`src/rtl/uart_irq_pkg.sv`:
```
package uart_irq_pkg;
  localparam int unsigned NUM_SRC = 5;
  localparam int unsigned CODE_W  = 4;

  // Order of pending conditions, index 0 is the most urgent.
  typedef enum logic [2:0] {
    SRC_LINE   = 3'd0,
    SRC_RXDATA = 3'd1,
    SRC_RXTMO  = 3'd2,
    SRC_THRE   = 3'd3,
    SRC_MODEM  = 3'd4
  } irq_src_e;

  localparam logic [CODE_W-1:0] CODE_NONE = 4'b0001;

  function automatic logic [CODE_W-1:0] src_code(input int unsigned idx);
    case (idx)
      0:       return 4'b0110;
      1:       return 4'b0100;
      2:       return 4'b1100;
      3:       return 4'b0010;
      default: return 4'b0000;
    endcase
  endfunction
endpackage

```
`src/rtl/irq_enable_reg.sv`:
```
module irq_enable_reg #(
  parameter int unsigned DATA_W = 8,
  parameter int unsigned EN_W   = 4
) (
  input  logic              clk,
  input  logic              rst,
  input  logic              wr,
  input  logic [DATA_W-1:0] wdata,
  output logic [EN_W-1:0]   en_q
);
  logic unused_hi;
  assign unused_hi = ^wdata[DATA_W-1:EN_W];

  always_ff @(posedge clk) begin
    if (rst)     en_q <= '0;
    else if (wr) en_q <= wdata[EN_W-1:0];
  end
endmodule

```
`src/rtl/irq_prio_sel.sv`:
```
module irq_prio_sel
  import uart_irq_pkg::*;
#(
  parameter int unsigned N = NUM_SRC
) (
  input  logic [N-1:0]      req,
  output logic [CODE_W-1:0] code,
  output logic              any
);
  // Walk from lowest priority up so the most urgent request wins.
  always_comb begin
    code = CODE_NONE;
    for (int i = N - 1; i >= 0; i--) begin
      if (req[i]) code = src_code(i);
    end
  end

  assign any = |req;
endmodule

```
`src/rtl/irq_out_reg.sv`:
```
module irq_out_reg
  import uart_irq_pkg::*;
#(
  parameter int unsigned DATA_W = 8
) (
  input  logic              clk,
  input  logic              rst,
  input  logic [CODE_W-1:0] code,
  input  logic              any,
  input  logic              fifo_mode,
  output logic [DATA_W-1:0] ident_q,
  output logic              irq_q
);
  localparam int unsigned PAD_W = DATA_W - CODE_W - 2;

  always_ff @(posedge clk) begin
    if (rst) begin
      ident_q <= DATA_W'(CODE_NONE);
      irq_q   <= 1'b0;
    end else begin
      ident_q <= {{2{fifo_mode}}, {PAD_W{1'b0}}, code};
      irq_q   <= any;
    end
  end
endmodule

```
`src/rtl/uart_irq_ctrl.sv`:
```
module uart_irq_ctrl
  import uart_irq_pkg::*;
#(
  parameter int unsigned DATA_W = 8,
  parameter int unsigned EN_W   = 4
) (
  input  logic              clk,
  input  logic              rst,
  input  logic              en_wr,
  input  logic [DATA_W-1:0] en_wdata,
  input  logic              fifo_mode,
  input  logic              src_line,
  input  logic              src_rxdata,
  input  logic              src_rxtmo,
  input  logic              src_thre,
  input  logic              src_modem,
  output logic [DATA_W-1:0] en_rdata,
  output logic              irq,
  output logic [DATA_W-1:0] ident
);
  logic [EN_W-1:0]    en_q;
  logic [NUM_SRC-1:0] req;
  logic [CODE_W-1:0]  code;
  logic               any;

  irq_enable_reg #(.DATA_W(DATA_W), .EN_W(EN_W)) u_en (
    .clk(clk), .rst(rst), .wr(en_wr), .wdata(en_wdata), .en_q(en_q)
  );

  // Masked requests in priority order.
  assign req[SRC_LINE]   = src_line   & en_q[2];
  assign req[SRC_RXDATA] = src_rxdata & en_q[0];
  assign req[SRC_RXTMO]  = src_rxtmo  & en_q[0] & fifo_mode;
  assign req[SRC_THRE]   = src_thre   & en_q[1];
  assign req[SRC_MODEM]  = src_modem  & en_q[3];

  irq_prio_sel #(.N(NUM_SRC)) u_sel (
    .req(req), .code(code), .any(any)
  );

  irq_out_reg #(.DATA_W(DATA_W)) u_out (
    .clk(clk), .rst(rst), .code(code), .any(any), .fifo_mode(fifo_mode),
    .ident_q(ident), .irq_q(irq)
  );

  assign en_rdata = {{(DATA_W-EN_W){1'b0}}, en_q};
endmodule

```
`config.mk`:
```
export PLATFORM = sky130hd
export DESIGN_NAME = uart_irq_ctrl
export DESIGN_NICKNAME = d
export VERILOG_FILES = /design/src/rtl/uart_irq_pkg.sv /design/src/rtl/irq_enable_reg.sv /design/src/rtl/irq_prio_sel.sv /design/src/rtl/irq_out_reg.sv /design/src/rtl/uart_irq_ctrl.sv
export SDC_FILE = /design/constraint.sdc
export NUM_CORES = 1
export LEC_CHECK = 0
export BUFFER_PORTS_ARGS = -buffer_cell sky130_fd_sc_hd__buf_2
export CAP_MARGIN = 20
export CELL_PAD_IN_SITES_DETAIL_PLACEMENT = 1
export CELL_PAD_IN_SITES_GLOBAL_PLACEMENT = 2
export CORE_MARGIN = 2
export CORE_UTILIZATION = 20
export DETAILED_ROUTE_END_ITERATION = 12
export PLACE_DENSITY_LB_ADDON = 0.1
export RECOVER_POWER = 25
export SLEW_MARGIN = 10
export SYNTH_ARGS = -nofsm -noshare
export SYNTH_HDL_FRONTEND = slang
export SYNTH_HIERARCHICAL = 1
export SYNTH_SLANG_ARGS = --single-unit
```
`constraint.sdc`:
```
create_clock -name clk -period 4.5 [get_ports clk]
set_input_delay 0.45 -clock clk [delete_from_list [all_inputs] [get_ports clk]]
set_output_delay 0.45 -clock clk [all_outputs]
set_load 0.005 [all_outputs]
```
==> reports/metrics.yaml <==
synth-seq-cells: 10
wire_per_inst_um: 8.97
synth_enable_flop_cells: 0
grt_max_degree: 11
htree_num_levels: 1
syn_inst: 45
yosysUniqueCellTypes: 15
dieArea_um2: 2610
post_route_cells_drive_above_1_share_pct: 45.6
die_w_um: 51.1
arrival_ps: 1650
clkTransAtPathRegs_ps: 70
initial_core_util_pct: 20.6
ys_warn_count: 6
cts_hold_buf: 0
numCtsBuffers: 3
setup_viol_count_final: 0
max_cap_viol_count: 0
first_pass_iters: 2
synthArstFlopShare_pct: 0
power_frac_clock_pct: 39.7
globalRoute.totalOverflow: 0
final_core_util_pct: 27.2
power_frac_comb_pct: 12.4
grt_pass1_vias: 314
clock_skew_ps: 5.97
antenna_found_initial: 0
dominantRegCellSynth: "dfxtp_1"
p_int_uw: 157
yosys-top-cells-count: "dfxtp_1, buf_4, and2b_2, nor2_1"
final.setup.tns_ps: 0
netlist_area_um2: 443
antenna_left: 0
hpwl_um: 705
ys_seq_area_share_pct: 45.2
worst_setup_path_end_kind: "flop"
p_sw_uw: 43.1
synth_top_cell_by_area: "dfxtp_1"
vias: 353
hold_path_class: "primary input to flop"
portBuffers: 23
drt_iter0_drc: 3
finalCritPeriodShare_pct: 33.3
antennaDiodeCount: 0
status: "finished clean"
path_class: "flop to flop"
powerDensity_nw_per_um2: 342
placed_area_um2: 551
synth.avg_cell_area_um2: 9.84
final_nets: 86
cts_tree: "built"
row_count: 17
post-route-drc-count: 0
ir_worst_vdd_mv: 0.143
period_needed_ps: 1500
power_leakage_nw: 0.319
fin_area_um2: 584
power_uw: 200
die_y_um: 51.1
routed_wl_um: 861
synth.most_common_cell: "dfxtp_1"
num_io_pins: 34
clkLatencyLatePin_ps: 260
gp_congestion: 0.619
post_cts_resize_count: 0
clock_sinks: 10
grt_pass1_wl_mm: 1.34
grt_usage_pct: 7.43
max_freq_mhz: 667
cp-start-kind: "flop"
power_frac_seq_pct: 47.9
ys_top_cells_by_area: "dfxtp_1, buf_4, and2b_2"
switching_share_pct: 21.6
area_growth_pct: 31.9
cp_max_fo: 4
grt_setup_unrepaired: "no"
routed_via_density: 3.68
drv_slew: 0
clockRootBuffer: "clkbuf_4"
post_cts_buffers: 0
core_area_um2: 2150
finalHoldViolCount: 0
netlist.area_leader.share_pct: 45.2
required_ps: 4660
cts_buffer_depth: 2
## critical path, stage by stage (launching register included)
cell and delay [ps]:
dfxtp_1 330, and3_1 190, or3_4 380, or3_1 300, and2b_2 190
## stage by stage
stage                     instances  setup slack, ps  hold slack [ps]
after detailed placement         92             2770              521
after CTS                        96             2990              415
final                            96             3000              421
after floorplan                  49             2920              499
after global placement           92             2770              504
after global routing             96             2930              416
## power by group through the flow
stage / registers [mW] / clock network [mW] / logic [mW]
after global routing: 0.0963 / 0.0893 / 0.0279
final: 0.0958 / 0.0793 / 0.0247
after CTS: 0.0958 / 0.0833 / 0.0256
after floorplan: 0.0983 / 0 / 0.0167
after global placement: 0.0976 / 0 / 0.0254
after detailed placement: 0.0979 / 0 / 0.0255
## worst paths after layout
kind / startpoint / endpoint / slack (ps) / depth (start not counted)
setup / recovery: u_en/en_q[0] / u_out/irq_q / 3000 / 4
hold / removal: en_wdata[2] / u_en/en_q[2] / 420 / 3
setup reg to reg: u_en/en_q[0] / u_out/irq_q / 3000 / 4
hold reg to reg: u_en/en_q[1] / u_en/en_q[1] / 530 / 2
## final cells by class
cell class | count | area, um^2
Fill cell | 273 | 1560
Sequential cell | 10 | 200
Multi-Input combinational cell | 31 | 200
Timing Repair Buffer | 23 | 113
Clock buffer | 4 | 36.3
Tap cell | 28 | 35.0
## state kept, by name, summed over array words and instances (netlist names)
| name | flops |
|---|---|
| u_en/en_q | 4 |
| u_out/ident_q | 5 |
| u_out/irq_q | 1 |
## logic make-up after synthesis
family	count (synthesis)	synth area share (%)
other cells	2	1.70
compound gates	1	1.70
mux	4	9.04
flops	10	45.2
simple gates	20	29.4
buf+inv	8	13.0
## layout by cell type (no fill, tap or decap), drive strengths merged
cell type / instances
buf: 21
and2b: 5
or2: 1
nor2: 5
or3: 2
dfxtp: 10
clkbuf: 6
conb: 6
nor3: 1
mux2i: 4
and3: 1
a21o: 1
and2: 4
nor3b: 1
## routing by layer
layer | global-route usage [%] | vias to the layer above | share of wire, %
met2 | 12.6 | 16 | 50
met4 | 1.35 | 0 | 0
met1 | 6.96 | 163 | 38
met5 | 0 | - | 0
met3 | 6.14 | 0 | 12
li1 | - | 174 | -
Note: power is estimated with default switching activity, not from simulation.
